==> src/rtl/conv_readout_pkg.sv <==
package conv_readout_pkg;

  typedef enum logic [2:0] {
    ST_IDLE,
    ST_PULSE,
    ST_ARM,
    ST_POLL,
    ST_RD_HI,
    ST_GAP,
    ST_RD_LO,
    ST_OUT
  } seq_state_t;

  // Round a duration up to whole clock cycles, never below one.
  function automatic int unsigned span_cycles(input int unsigned dur_ps,
                                              input int unsigned period_ps);
    int unsigned c;
    c = (dur_ps + period_ps - 1) / period_ps;
    return (c == 0) ? 1 : c;
  endfunction

  function automatic int unsigned max_of3(input int unsigned a,
                                          input int unsigned b,
                                          input int unsigned c);
    int unsigned m;
    m = (a > b) ? a : b;
    return (m > c) ? m : c;
  endfunction

endpackage

==> src/rtl/conv_sts_sync.sv <==
module conv_sts_sync #(
  parameter int unsigned STAGES = 2
) (
  input  logic clk,
  input  logic rst_n,
  input  logic d,
  output logic q
);

  logic [STAGES-1:0] chain_q;

  generate
    if (STAGES == 1) begin : g_single
      always_ff @(posedge clk or negedge rst_n) begin
        if (!rst_n) chain_q <= '0;
        else        chain_q <= d;
      end
    end else begin : g_chain
      always_ff @(posedge clk or negedge rst_n) begin
        if (!rst_n) chain_q <= '0;
        else        chain_q <= {chain_q[STAGES-2:0], d};
      end
    end
  endgenerate

  assign q = chain_q[STAGES-1];

endmodule

==> src/rtl/conv_dwell_timer.sv <==
module conv_dwell_timer #(
  parameter int unsigned W = 8
) (
  input  logic         clk,
  input  logic         rst_n,
  input  logic         load,
  input  logic [W-1:0] load_val,
  output logic         expired
);

  logic [W-1:0] cnt_q;

  always_ff @(posedge clk or negedge rst_n) begin
    if (!rst_n)              cnt_q <= '0;
    else if (load)           cnt_q <= load_val;
    else if (cnt_q != '0)    cnt_q <= cnt_q - 1'b1;
  end

  assign expired = (cnt_q == '0);

  // a running dwell never stalls or climbs without a reload.
  p_dwell_moves_r3: assert property (@(posedge clk) disable iff (!rst_n)
    (!load && cnt_q != '0) |=> (cnt_q < $past(cnt_q)));

endmodule

==> src/rtl/conv_word_pack.sv <==
module conv_word_pack #(
  parameter int unsigned BYTE_W = 8,
  parameter int unsigned RES_W  = 12
) (
  input  logic              clk,
  input  logic              rst_n,
  input  logic              take_hi,
  input  logic              take_lo,
  input  logic [BYTE_W-1:0] byte_in,
  output logic [RES_W-1:0]  word
);

  localparam int unsigned LO_W = RES_W - BYTE_W;

  logic [BYTE_W-1:0] hi_q;
  logic [LO_W-1:0]   lo_q;

  always_ff @(posedge clk or negedge rst_n) begin
    if (!rst_n) begin
      hi_q <= '0;
      lo_q <= '0;
    end else begin
      if (take_hi) hi_q <= byte_in;
      if (take_lo) lo_q <= byte_in[BYTE_W-1 -: LO_W];
    end
  end

  assign word = {hi_q, lo_q};

  // the two byte captures are separate accesses.
  p_single_take_r5: assert property (@(posedge clk) disable iff (!rst_n)
    !(take_hi && take_lo));

  // the assembled word only moves on a capture.
  p_word_hold_r6: assert property (@(posedge clk) disable iff (!rst_n)
    (!take_hi && !take_lo) |=> $stable(word));

endmodule

==> src/rtl/conv_readout_seq.sv <==
module conv_readout_seq
  import conv_readout_pkg::*;
#(
  parameter int unsigned CLK_PERIOD_PS = 8000,
  parameter int unsigned START_MIN_PS  = 50000,
  parameter int unsigned STS_RISE_PS   = 200000,
  parameter int unsigned ACCESS_PS     = 150000,
  parameter int unsigned TIMEOUT_CYC   = 4096,
  parameter int unsigned SYNC_STAGES   = 2,
  parameter int unsigned BYTE_W        = 8,
  parameter int unsigned RES_W         = 12
) (
  input  logic              clk,
  input  logic              rst_n,
  input  logic              start,
  output logic              busy,
  output logic              timeout,
  output logic              res_valid,
  input  logic              res_ready,
  output logic [RES_W-1:0]  res_data,
  output logic              cnv_rc_n,
  output logic              cnv_cs_n,
  output logic              cnv_ce,
  output logic              cnv_a0,
  input  logic              cnv_sts,
  input  logic [BYTE_W-1:0] cnv_data
);

  localparam int unsigned START_CYC = span_cycles(START_MIN_PS, CLK_PERIOD_PS);
  localparam int unsigned RISE_CYC  = span_cycles(STS_RISE_PS, CLK_PERIOD_PS);
  localparam int unsigned ACC_CYC   = span_cycles(ACCESS_PS, CLK_PERIOD_PS);
  localparam int unsigned DW_MAX    = max_of3(START_CYC, RISE_CYC, ACC_CYC);
  localparam int unsigned DW_W      = $clog2(DW_MAX + 1);
  localparam int unsigned WD_W      = $clog2(TIMEOUT_CYC + 1);

  localparam logic [DW_W-1:0] LD_PULSE = DW_W'(START_CYC - 1);
  localparam logic [DW_W-1:0] LD_RISE  = DW_W'(RISE_CYC - 1);
  localparam logic [DW_W-1:0] LD_ACC   = DW_W'(ACC_CYC - 1);
  localparam logic [WD_W-1:0] LD_WDOG  = WD_W'(TIMEOUT_CYC - 1);

  seq_state_t state_q, state_d;

  logic            sts_s;
  logic            dwell_ld, dwell_done;
  logic [DW_W-1:0] dwell_val;
  logic            wdog_ld, wdog_done;
  logic            take_hi, take_lo;
  logic            to_set, to_clr;
  logic            timeout_q;
  logic [RES_W-1:0] word;

  conv_sts_sync #(.STAGES(SYNC_STAGES)) u_sync (
    .clk   (clk),
    .rst_n (rst_n),
    .d     (cnv_sts),
    .q     (sts_s)
  );

  conv_dwell_timer #(.W(DW_W)) u_dwell (
    .clk      (clk),
    .rst_n    (rst_n),
    .load     (dwell_ld),
    .load_val (dwell_val),
    .expired  (dwell_done)
  );

  conv_dwell_timer #(.W(WD_W)) u_wdog (
    .clk      (clk),
    .rst_n    (rst_n),
    .load     (wdog_ld),
    .load_val (LD_WDOG),
    .expired  (wdog_done)
  );

  conv_word_pack #(.BYTE_W(BYTE_W), .RES_W(RES_W)) u_pack (
    .clk     (clk),
    .rst_n   (rst_n),
    .take_hi (take_hi),
    .take_lo (take_lo),
    .byte_in (cnv_data),
    .word    (word)
  );

  // Sequencing: each dwell state is entered with its count loaded.
  always_comb begin
    state_d   = state_q;
    dwell_ld  = 1'b0;
    dwell_val = '0;
    wdog_ld   = 1'b0;
    take_hi   = 1'b0;
    take_lo   = 1'b0;
    to_set    = 1'b0;
    to_clr    = 1'b0;
    unique case (state_q)
      ST_IDLE: begin
        if (start) begin
          state_d   = ST_PULSE;
          dwell_ld  = 1'b1;
          dwell_val = LD_PULSE;
          to_clr    = 1'b1;
        end
      end
      ST_PULSE: begin
        if (dwell_done) begin
          state_d   = ST_ARM;
          dwell_ld  = 1'b1;
          dwell_val = LD_RISE;
        end
      end
      ST_ARM: begin
        if (dwell_done) begin
          state_d = ST_POLL;
          wdog_ld = 1'b1;
        end
      end
      ST_POLL: begin
        // End of conversion outranks an expiring watchdog.
        if (!sts_s) begin
          state_d   = ST_RD_HI;
          dwell_ld  = 1'b1;
          dwell_val = LD_ACC;
        end else if (wdog_done) begin
          state_d = ST_IDLE;
          to_set  = 1'b1;
        end
      end
      ST_RD_HI: begin
        if (dwell_done) begin
          state_d = ST_GAP;
          take_hi = 1'b1;
        end
      end
      ST_GAP: begin
        state_d   = ST_RD_LO;
        dwell_ld  = 1'b1;
        dwell_val = LD_ACC;
      end
      ST_RD_LO: begin
        if (dwell_done) begin
          state_d = ST_OUT;
          take_lo = 1'b1;
        end
      end
      ST_OUT: begin
        if (res_ready) state_d = ST_IDLE;
      end
      default: state_d = ST_IDLE;
    endcase
  end

  always_ff @(posedge clk or negedge rst_n) begin
    if (!rst_n) begin
      state_q   <= ST_IDLE;
      timeout_q <= 1'b0;
    end else begin
      state_q <= state_d;
      if (to_set)      timeout_q <= 1'b1;
      else if (to_clr) timeout_q <= 1'b0;
    end
  end

  // Converter pin decode, released levels by default.
  always_comb begin
    cnv_rc_n = 1'b1;
    cnv_cs_n = 1'b1;
    cnv_ce   = 1'b0;
    cnv_a0   = 1'b0;
    unique case (state_q)
      ST_PULSE: begin
        cnv_rc_n = 1'b0;
        cnv_cs_n = 1'b0;
        cnv_ce   = 1'b1;
      end
      ST_RD_HI: begin
        cnv_cs_n = 1'b0;
        cnv_ce   = 1'b1;
      end
      ST_RD_LO: begin
        cnv_cs_n = 1'b0;
        cnv_ce   = 1'b1;
        cnv_a0   = 1'b1;
      end
      default: ;
    endcase
  end

  assign busy      = (state_q != ST_IDLE);
  assign res_valid = (state_q == ST_OUT);
  assign res_data  = word;
  assign timeout   = timeout_q;

  // Observation counters used only by the properties below.
  localparam int unsigned LR_W = $clog2(START_CYC + 2) + 1;
  localparam int unsigned AA_W = $clog2(RISE_CYC + 2) + 1;
  localparam logic [AA_W-1:0] AGE_CAP = AA_W'(RISE_CYC + 1);

  logic [LR_W-1:0] low_run_q;
  logic [AA_W-1:0] arm_age_q;

  always_ff @(posedge clk or negedge rst_n) begin
    if (!rst_n) begin
      low_run_q <= '0;
      arm_age_q <= AGE_CAP;
    end else begin
      low_run_q <= cnv_rc_n ? '0 : low_run_q + 1'b1;
      if (!cnv_rc_n)               arm_age_q <= '0;
      else if (arm_age_q != AGE_CAP) arm_age_q <= arm_age_q + 1'b1;
    end
  end

  p_pulse_width_r2: assert property (@(posedge clk) disable iff (!rst_n)
    $rose(cnv_rc_n) |-> (low_run_q == LR_W'(START_CYC)));

  p_full_length_r2: assert property (@(posedge clk) disable iff (!rst_n)
    !cnv_rc_n |-> (!cnv_a0 && !cnv_cs_n && cnv_ce));

  p_rise_wait_r3: assert property (@(posedge clk) disable iff (!rst_n)
    ($rose(cnv_ce) && cnv_rc_n) |-> (arm_age_q >= AA_W'(RISE_CYC)));

  p_valid_hold_r6: assert property (@(posedge clk) disable iff (!rst_n)
    (res_valid && !res_ready) |=> (res_valid && $stable(res_data)));

  p_busy_ignore_r7: assert property (@(posedge clk) disable iff (!rst_n)
    (busy && start) |=> !$fell(cnv_rc_n));

  p_timeout_quiet_r8: assert property (@(posedge clk) disable iff (!rst_n)
    $rose(timeout) |-> (!res_valid && !busy));

endmodule

==> config.mk <==
export PLATFORM = sky130hd
export DESIGN_NAME = conv_readout_seq
export DESIGN_NICKNAME = d
export VERILOG_FILES = /design/src/rtl/conv_readout_pkg.sv /design/src/rtl/conv_sts_sync.sv /design/src/rtl/conv_dwell_timer.sv /design/src/rtl/conv_word_pack.sv /design/src/rtl/conv_readout_seq.sv
export SDC_FILE = /design/constraint.sdc
export NUM_CORES = 1
export LEC_CHECK = 0
export BUFFER_PORTS_ARGS = -buffer_cell sky130_fd_sc_hd__buf_2
export CORE_UTILIZATION = 52
export CTS_BUF_LIST = sky130_fd_sc_hd__clkbuf_4 sky130_fd_sc_hd__clkbuf_8
export DETAILED_ROUTE_END_ITERATION = 8
export GPL_TIMING_DRIVEN = 0
export PLACE_DENSITY = 0.78
export SLEW_MARGIN = 30
export SYNTH_ARGS = -nofsm -noshare
export SYNTH_HDL_FRONTEND = slang
export SYNTH_SLANG_ARGS = --single-unit
export TNS_END_PERCENT = 20
==> constraint.sdc <==
create_clock -name clk -period 1.95 [get_ports clk]
set_clock_uncertainty 0.1 [all_clocks]
set_input_delay 0.195 -clock clk [delete_from_list [all_inputs] [get_ports clk]]
set_output_delay 0.195 -clock clk [all_outputs]
set_load 0.03 [all_outputs]
==> flow_metrics.tcl, run 1 <==
set metrics [dict create \
    synth_top_area_share_pct 49.3 \
    cts_sinks 36 \
    synth_top_family_by_area "simple AND/OR/NAND/NOR gates" \
    avgRoutedWirePerCell_um 14.6 \
    synthMuxAreaShare_pct 8.62 \
    holdWs_ns 0.111 \
    synthTopCellsByArea "dfrtp_1 49%, mux2_2 8.6%, ha_1 4.8%, o21ai_0 3.6%, a21oi_1 2.5%" \
    fin_cells 275 \
    io_pins 32 \
    hold_viol_final 0 \
    layout_common_cells "36 x dfrtp_1, 31 x buf_2, 14 x mux2_2" \
    synth_area_leader_cell "dfrtp_1" \
    clkTransAtPathRegs_ns 0.11 \
    antenna_left 0 \
    insertion_delay_ns 0.35 \
    synth-edff-count 0 \
    synth-adder-area-share_pct 4.79 \
    status "finished, violations left" \
    n_antenna_cell 0 \
    synthCells 172 \
    die_h_um 61.3 \
    grt_pass1_vias 1449 \
    final_nets 248 \
    ys_types 41 \
    crit_path_end_kind "flip-flop" \
    die_area_sq_mm 0.00376 \
    grt_max_degree 37 \
    fp-row-count 21 \
    grt_util_all_layers_pct 23.8 \
    setup_viol 6 \
    worstPathMaxFanout 4 \
    violations "negative setup slack" \
    rsz0062_at_grt "yes" \
    ys.flop_type "dfrtp_1" \
    cts_max_level 2 \
    slew_violations 0 \
    root_buffer "clkbuf_4" \
    drt_wl_total_mm 4.01 \
    r2r-start "u_wdog.cnt_q[5]" \
    worstHoldPathType "primary input to flip-flop" \
    fin_crit_ns 2.15 \
    crit_start "u_wdog.cnt_q[5]" \
    drtIter0Drc 61 \
    dpl.cell_count 249 \
    drive_gt1_share_pct 36.7 \
    final_common_cell "dfrtp_1" \
    max_freq_mhz 466 \
    cellLeakagePower_nw 1.14 \
    tightest_slew_ns 0.779 \
    initial_utilization_pct 54.4 \
    placed_area_sq_mm 0.00205 \
    async_flop_share_pct 100 \
    syn_nets 192 \
    grt_pass1_wl_mm 6.37 \
    dp_slack_ns -0.350 \
    synth_compound_area_share_pct 12.7 \
    setup_tns_ns -0.745 \
    tritoncts "yes" \
    cts_inserted_buffers 5 \
    critical_path_class "flip-flop to flip-flop" \
    portBuffers 31 \
    slew_headroom_pct 48.1 \
    cap_violations 0 \
    total_power_mw 3.66 \
    core-area_sq_mm 0.00336 \
    detailed_place_hpwl_mm 2.61 \
    vdd_drop_max_mv 0.688 \
    area_growth_pct 30.5 \
    vias 1575 \
    power_per_cell_area_mw_per_mm2 1530 \
    startpoint_type "flip-flop" \
    finalCritPeriodShare_pct 110 \
    setup_ws_ns -0.195 \
    ys_ff_latch 36 \
    critical_path_required_ns 2.09 \
    antenna_found_initial 0 \
    overflow 0 \
    cp_data_arrival_time_ns 2.28 \
    die-width_um 61.3 \
    drc 0 \
    fin_area_sq_mm 0.00239 \
    final_core_util_pct 70.9 \
    drt-pass1-iter-count 4 \
    via_per_inst 5.73 \
    synthSimpleGateAreaFrac_pct 20.2 \
    synth_area_per_cell_sq_um 10.6 \
    clock_path_buffers 2 \
    place_congestion 0.830 \
    syn-cell-area_sq_mm 0.00183 \
    synthXorXnorAreaFrac_pct 0.958 \
    yosysWarnings 0 \
    ys_seq_area_share_pct 49.3 \
    worstHoldStart "res_ready" \
]
==> cell type report <==
class / instances / area, sq um
plain buffers: 3 / 23.8
clock buffers: 5 / 37.5
flip-flops and latches: 36 / 901
well taps: 46 / 57.6
multi-input cells: 120 / 950
fillers: 237 / 977
clock inverters: 3 / 42.5
repair buffers: 51 / 333
inverters: 11 / 41.3
==> cells by family (layout without fill, tap and decap cells) <==
group / Yosys count / after routing
and+or+nand+nor: 60 / 60
AOI/OAI and AO/OA: 37 / 37
DFF: 36 / 36
buffers and inverters: 16 / 73
muxes: 14 / 14
adders and majority gates: 7 / 7
xor gates and xnor gates: 2 / 2
==> flip-flops by register name (all words and copies together) (netlist names) <==
register        cells
u_wdog.cnt_q       13
u_pack.hi_q         8
u_dwell.cnt_q       5
u_pack.lo_q         4
state_q             3
u_sync.chain_q      2
timeout             1
==> cells in the mapped netlist (all sizes together) (2+ instances only) <==
cell	n
or3b	3
nand3	4
inv	11
nor2	7
ha	7
nand2	8
buf	2
a21oi	9
nand4b	2
nand3b	3
xnor2	2
dfrtp	36
nor3b	2
and2	4
nand2b	3
o31ai	7
o21ai	13
or4	5
clkbuf	3
nor4b	3
and3	5
mux2	14
nor4	4
nor3	3
==> worst max-delay path: stages, from the launching register on <==
cell	delay, ns
dfrtp_1	0.40
or4_4	0.54
or4_4	0.47
o31ai_2	0.18
or3b_1	0.36
==> worst paths after layout <==
check                                          to  cells after the start  slack [ns]
worst max register to register    u_wdog.cnt_q[9]                      4       -0.20
min in group asynchronous              state_q[2]                      2        0.36
worst min register to register  u_sync.chain_q[1]                      0        0.26
worst max-delay path              u_wdog.cnt_q[9]                      4       -0.20
worst min-delay path                   state_q[2]                      4        0.11
max in group asynchronous         u_wdog.cnt_q[2]                      2        0.90
==> where the power goes <==
group          switching [mW]  internal [mW]
sequential              0.310           1.05
clock                   0.254          0.267
combinational           0.979          0.798
total                    1.54           2.12
==> layer usage <==
| metal | track usage, % | vias up | wire [um] |
|---|---|---|---|
| li1 | - | 743 | - |
| met1 | 27.8 | 767 | 1770 |
| met2 | 40.2 | 54 | 1960 |
| met3 | 7.35 | 11 | 194 |
| met4 | 10.7 | 0 | 81 |
| met5 | 0 | - | 0 |
==> what timing repair did <==
action                     CTS  global route
pin swaps                    5             0
hold buffers                10             0
setup endpoints to repair   25            28
setup buffers                7             3
hold endpoints to repair    49             0
resized for setup           14            13
(Power assumes the default switching activity.)
==> inputs of run 2 (changes only) <==
Settings changed: CORE_UTILIZATION 52 to 50, CTS_BUF_LIST sky130_fd_sc_hd__clkbuf_4 sky130_fd_sc_hd__clkbuf_8 to not set, PLACE_DENSITY 0.78 to 0.75.
==> run 2 against run 1 <==
Against the previous run:
- critical path type unchanged
- the run still ends with negative setup slack left
- flip-flop and latch count is the same
- largest power group unchanged
- cell area grew 0.68%
- hold slack lost 0.036 ns
- setup slack lost 0.021 ns
- combinational power grew 2%
==> flow_metrics.tcl, run 2 (synthesized netlist as in run 1, its figures left out) <==
set metrics [dict create \
    status "finished, violations left" \
    violations "negative setup slack" \
    multiInputGateArea_sq_um 981 \
    cap_violations 0 \
    hold_depth 4 \
    drive_gt1_share_pct 39.6 \
    cts_sinks 36 \
    place_congestion 0.839 \
    finalCritPeriodShare_pct 111 \
    io_pins 32 \
    antenna_left 0 \
    setup_ws_ns -0.217 \
    slew_violations 0 \
    avgRoutedWirePerCell_um 16.6 \
    final_common_cell "dfrtp_1" \
    worstHoldPathType "primary input to flip-flop" \
    die-width_um 62.5 \
    die_h_um 62.5 \
    vdd_drop_max_mv 0.738 \
    worstHoldStart "res_ready" \
    n_antenna_cell 0 \
    vias 1637 \
    grt_pass1_vias 1518 \
    cts_inserted_buffers 5 \
    initial_utilization_pct 53.5 \
    grt_max_degree 37 \
    slew_headroom_pct 47.2 \
    critical_path_class "flip-flop to flip-flop" \
    register_area_sq_um 903 \
    drtIter0Drc 156 \
    power_per_cell_area_mw_per_mm2 1520 \
    drc 0 \
    layout_common_cells "34 x dfrtp_1, 32 x buf_2, 14 x mux2_2" \
    cp_data_arrival_time_ns 2.31 \
    final_core_util_pct 70.3 \
    fill_cells 250 \
    root_buffer "clkbuf_4" \
    rr_worst_depth 4 \
    grt_util_all_layers_pct 24.9 \
    drt-pass1-iter-count 4 \
    r2r-start "u_wdog.cnt_q[4]" \
    placed_area_sq_mm 0.00205 \
    worstPathMaxFanout 4 \
    core-area_sq_mm 0.00342 \
    drt_wl_total_mm 4.58 \
    hold_viol_final 0 \
    via_per_inst 5.93 \
    whs_endpoint "state_q[2]" \
    fp-row-count 21 \
    largest-register "u_wdog.cnt_q" \
    area_growth_pct 31.4 \
    clock_path_buffers 2 \
    cts_max_level 2 \
    setup_viol 6 \
    die_area_sq_mm 0.00390 \
    insertion_delay_ns 0.36 \
    cellLeakagePower_nw 1.13 \
    detailed_place_hpwl_mm 2.82 \
    fin_area_sq_mm 0.00240 \
    startpoint_type "flip-flop" \
    rr_endpoint "u_wdog.cnt_q[9]" \
    max_freq_mhz 462 \
    setup_tns_ns -0.778 \
    portBuffers 31 \
    final_nets 249 \
    clkTransAtPathRegs_ns 0.12 \
    largest_register_ffs 13 \
    fin_crit_ns 2.17 \
    tightest_slew_ns 0.792 \
    overflow 0 \
    crit_path_end_kind "flip-flop" \
    reg2reg_slack_ns -0.22 \
    critical_path_required_ns 2.10 \
    antenna_found_initial 0 \
    grt_pass1_wl_mm 7.52 \
    tritoncts "yes" \
    top_regs "u_wdog.cnt_q: 13 flops, u_pack.hi_q: 8 flops, u_dwell.cnt_q: 5 flops" \
    rsz0062_at_grt "yes" \
]
## run 2: where the power goes
part / leakage, nW / total, mW / switching [mW] / internal (mW)
clock: 0.0274 / 0.422 / 0.280 / 0.142
combinational: 0.649 / 1.82 / 1.02 / 0.795
sequential: 0.453 / 1.42 / 0.365 / 1.05
## run 2: stage by stage
stage | hold WS [ns] | power (mW) | std cells | setup WS, ns
after floorplan | -0.201 | 2.46 | 172 | -0.204
after global placement | 0.208 | 2.78 | 249 | -0.375
after detailed placement | 0.206 | 2.89 | 249 | -0.398
after CTS | 0.0779 | 3.48 | 273 | -0.265
after global routing | 0.0924 | 3.90 | 276 | -0.263
final | 0.0748 | 3.66 | 276 | -0.217
## run 2: worst max path at each step
stage                     slack (ns)         endpoint       startpoint
after floorplan                -0.20  u_wdog.cnt_q[9]  u_wdog.cnt_q[5]
after detailed placement       -0.40       state_q[0]  u_wdog.cnt_q[7]
after global routing           -0.26  u_wdog.cnt_q[9]  u_wdog.cnt_q[4]
final                          -0.22  u_wdog.cnt_q[9]  u_wdog.cnt_q[4]
after CTS                      -0.27  u_wdog.cnt_q[9]  u_wdog.cnt_q[3]
after global placement         -0.38       state_q[0]  u_wdog.cnt_q[7]
## run 2: critical path: stages, from the launching register on
cell and delay [ns]:
dfrtp_1 0.41, or4_4 0.54, or4_4 0.47, o31ai_4 0.17, or3b_1 0.37
## run 2: final cells by class
cell class                 count  share of cell area (%)
clock buffer                   5                    1.56
timing repair buffer          51                    13.8
inverter                      11                    1.72
tap                           46                    2.40
buffer                         4                    1.15
sequential                    36                    37.6
clock inverter                 3                   0.990
multi-input combinational    120                    40.8
## run 2: metal layers
layer / up-vias / share of wire, % / GRT usage, %
li1: 747 / - / -
met1: 812 / 41 / 30.2
met2: 63 / 51 / 42.5
met3: 15 / 5.3 / 6.02
met4: 0 / 2.4 / 9.30
met5: - / 0 / 0
## run 2: repair_timing
item                       in CTS  in global routing
hold endpoints to repair       48                  0
resized for setup              17                 20
setup endpoints to repair      24                 27
hold buffers                   10                  0
buffers inserted                6                  4
pin swaps                       6                  7
==> inputs of run 3 (changes only) <==
Settings changed: CORE_UTILIZATION 50 to 55, PLACE_DENSITY 0.75 to 0.79, SKIP_LAST_GASP set to 1.
Clock period 1.95 ns to 2.15 ns, I/O delays scaled along.
==> run 3 against run 2 <==
Against the previous run:
- the flow still finishes with violations (negative setup slack)
- sequential share of layout area increased by 2.5 points
- critical endpoint unchanged
- clock power down 14%
- largest cell class is now flip-flops and latches
- highest routed layer unchanged
- setup slack improved by 0.069 ns
- hold slack got worse by 0.058 ns
- non-clock buffer count is 7 lower
- combinational power shrank 18%
- first-iteration DRC count down 47%
==> flow_metrics.tcl, run 3 (synthesized netlist as in run 1, its figures left out) <==
set metrics [dict create \
    insertion_delay_ns 0.35 \
    drive_gt1_share_pct 32.7 \
    layout_common_cells "35 x dfrtp_1, 32 x buf_2, 14 x mux2_2" \
    final_nets 242 \
    grt_pass1_wl_mm 6.52 \
    multiInputGateArea_sq_um 900 \
    largest_register_ffs 13 \
    setup_tns_ns -0.380 \
    fin_crit_ns 2.30 \
    fin_cells 267 \
    switching_power_mw 1.38 \
    cpPeakStageDelay_ns 0.54 \
    fp-row-count 20 \
    power_frac_clock_pct 11.7 \
    top_regs "u_wdog.cnt_q: 13 flops, u_pack.hi_q: 8 flops, u_dwell.cnt_q: 5 flops" \
    finalCritPeriodShare_pct 107 \
    combPwrFrac_pct 48.1 \
    cts_inserted_buffers 5 \
    worstPathMaxFanout 5 \
    holdWs_ns 0.0172 \
    violations "negative setup slack" \
    drt-pass1-iter-count 4 \
    avgRoutedWirePerCell_um 15.4 \
    slew_headroom_pct 48.5 \
    root_buffer "clkbuf_4" \
    critical_path_required_ns 2.29 \
    vdd_drop_max_mv 0.705 \
    register_area_sq_um 902 \
    crit_chain "or4_4, or4_4, buf_6, o31ai_2, or3b_1" \
    seqPwrFrac_pct 40.2 \
    switching_share_pct 44.3 \
    dpl.cell_count 247 \
    cts_max_level 2 \
    setup_ws_ns -0.147 \
    cpMostUsedCell "or4_4" \
    detailed_place_hpwl_mm 2.77 \
    grt_pass1_vias 1474 \
    core-area_sq_mm 0.00310 \
    drt_wl_total_mm 4.10 \
    vias 1553 \
    power_per_cell_area_mw_per_mm2 1380 \
    portBuffers 31 \
    largest-register "u_wdog.cnt_q" \
    antenna_left 0 \
    io_pins 32 \
    drc 0 \
    fill_cells 256 \
    antenna_found_initial 0 \
    slew_violations 0 \
    rsz0062_at_grt "yes" \
    crit_family "simple AND/OR/NAND/NOR gates" \
    drtIter0Drc 83 \
    n_antenna_cell 0 \
    path_buf_inv 1 \
    cts_sinks 36 \
    crit_path_end_kind "flip-flop" \
    cp_data_arrival_time_ns 2.44 \
    cap_violations 0 \
    final_common_cell "dfrtp_1" \
    initial_utilization_pct 58.9 \
    area_growth_pct 23.0 \
    max_freq_mhz 435 \
    cellLeakagePower_nw 1.09 \
    p_int_mw 1.73 \
    hold_viol_final 0 \
    die_area_sq_mm 0.00356 \
    die_h_um 59.7 \
    reg2reg_slack_ns -0.15 \
    startpoint_type "flip-flop" \
    cp_slowest_cell "or4_4" \
    via_per_inst 5.82 \
    grt_max_degree 37 \
    grt_util_all_layers_pct 25.4 \
    dp_slack_ns -0.244 \
    clkTransAtPathRegs_ns 0.12 \
    status "finished, violations left" \
    clock_path_buffers 2 \
    place_congestion 0.876 \
    overflow 0 \
    worstHoldPathType "primary input to flip-flop" \
    setup_viol 7 \
    tightest_slew_ns 0.772 \
    critical_path_class "flip-flop to flip-flop" \
    tritoncts "yes" \
    die-width_um 59.7 \
]
==> run 3: cell count changes in the layout (fill, tap and decap cells not counted), moves of 2 or more <==
cell and delta:
ha_1 +3, clkinv_2 +2, nor4_4 -2, ha_2 -3, dlygate4sd3_1 -3, buf_4 -6
o21ai_0 +2, o21ai_1 -2, clkinvlp_4 -2
==> run 3: path summary, 6_finish.rpt <==
kind                                        start           endpoint  cells after the start
worst min register to register  u_sync.chain_q[0]  u_sync.chain_q[1]                      0
min in group asynchronous                   rst_n            timeout                      2
worst max register to register    u_wdog.cnt_q[4]    u_wdog.cnt_q[9]                      5
worst min-delay path                  cnv_data[6]     u_pack.lo_q[2]                      2
worst max-delay path              u_wdog.cnt_q[4]    u_wdog.cnt_q[9]                      5
max in group asynchronous                   rst_n    u_wdog.cnt_q[4]                      2
==> run 3: layout make-up <==
cell class              instances  share of cell area [%]
plain buffers                   5                    1.39
multi-input cells             120                    40.0
repair buffers                 43                    11.7
flip-flops and latches         36                    40.1
clock buffers                   5                    1.67
inverters                      11                    1.84
clock inverters                 3                   0.835
well taps                      44                    2.45
==> run 3: timing repair <==
action	4_1_cts	5_1_grt
setup endpoints to repair	19	23
pin swaps	0	1
setup buffers	0	5
hold buffers	4	3
hold endpoints to repair	39	3
resized for setup	3	11
==> run 3: power by group through the flow <==
stage / combinational, mW / sequential (mW) / clock, mW
after floorplan: 0.908 / 1.32 / 0
after global placement: 1.32 / 1.19 / 0
after detailed placement: 1.39 / 1.22 / 0
after CTS: 1.41 / 1.21 / 0.372
after global routing: 1.64 / 1.27 / 0.401
final: 1.49 / 1.25 / 0.363
==> run 3: routing by layer <==
metal,global-route usage [%],wire (um),vias to the layer above
met5,0,0,-
met1,31.2,1750,759
li1,-,-,729
met4,13.3,93,0
met3,6.28,203,10
met2,41.3,2060,55
==> run 3: metrics by stage <==
step | total power, mW | instance area [sq um] | util (%)
after CTS | 2.99 | 2150 | 69.2
after global placement | 2.51 | 2040 | 65.7
after detailed placement | 2.61 | 2040 | 65.7
final | 3.10 | 2250 | 72.5
after global routing | 3.32 | 2250 | 72.5
after floorplan | 2.22 | 1830 | -
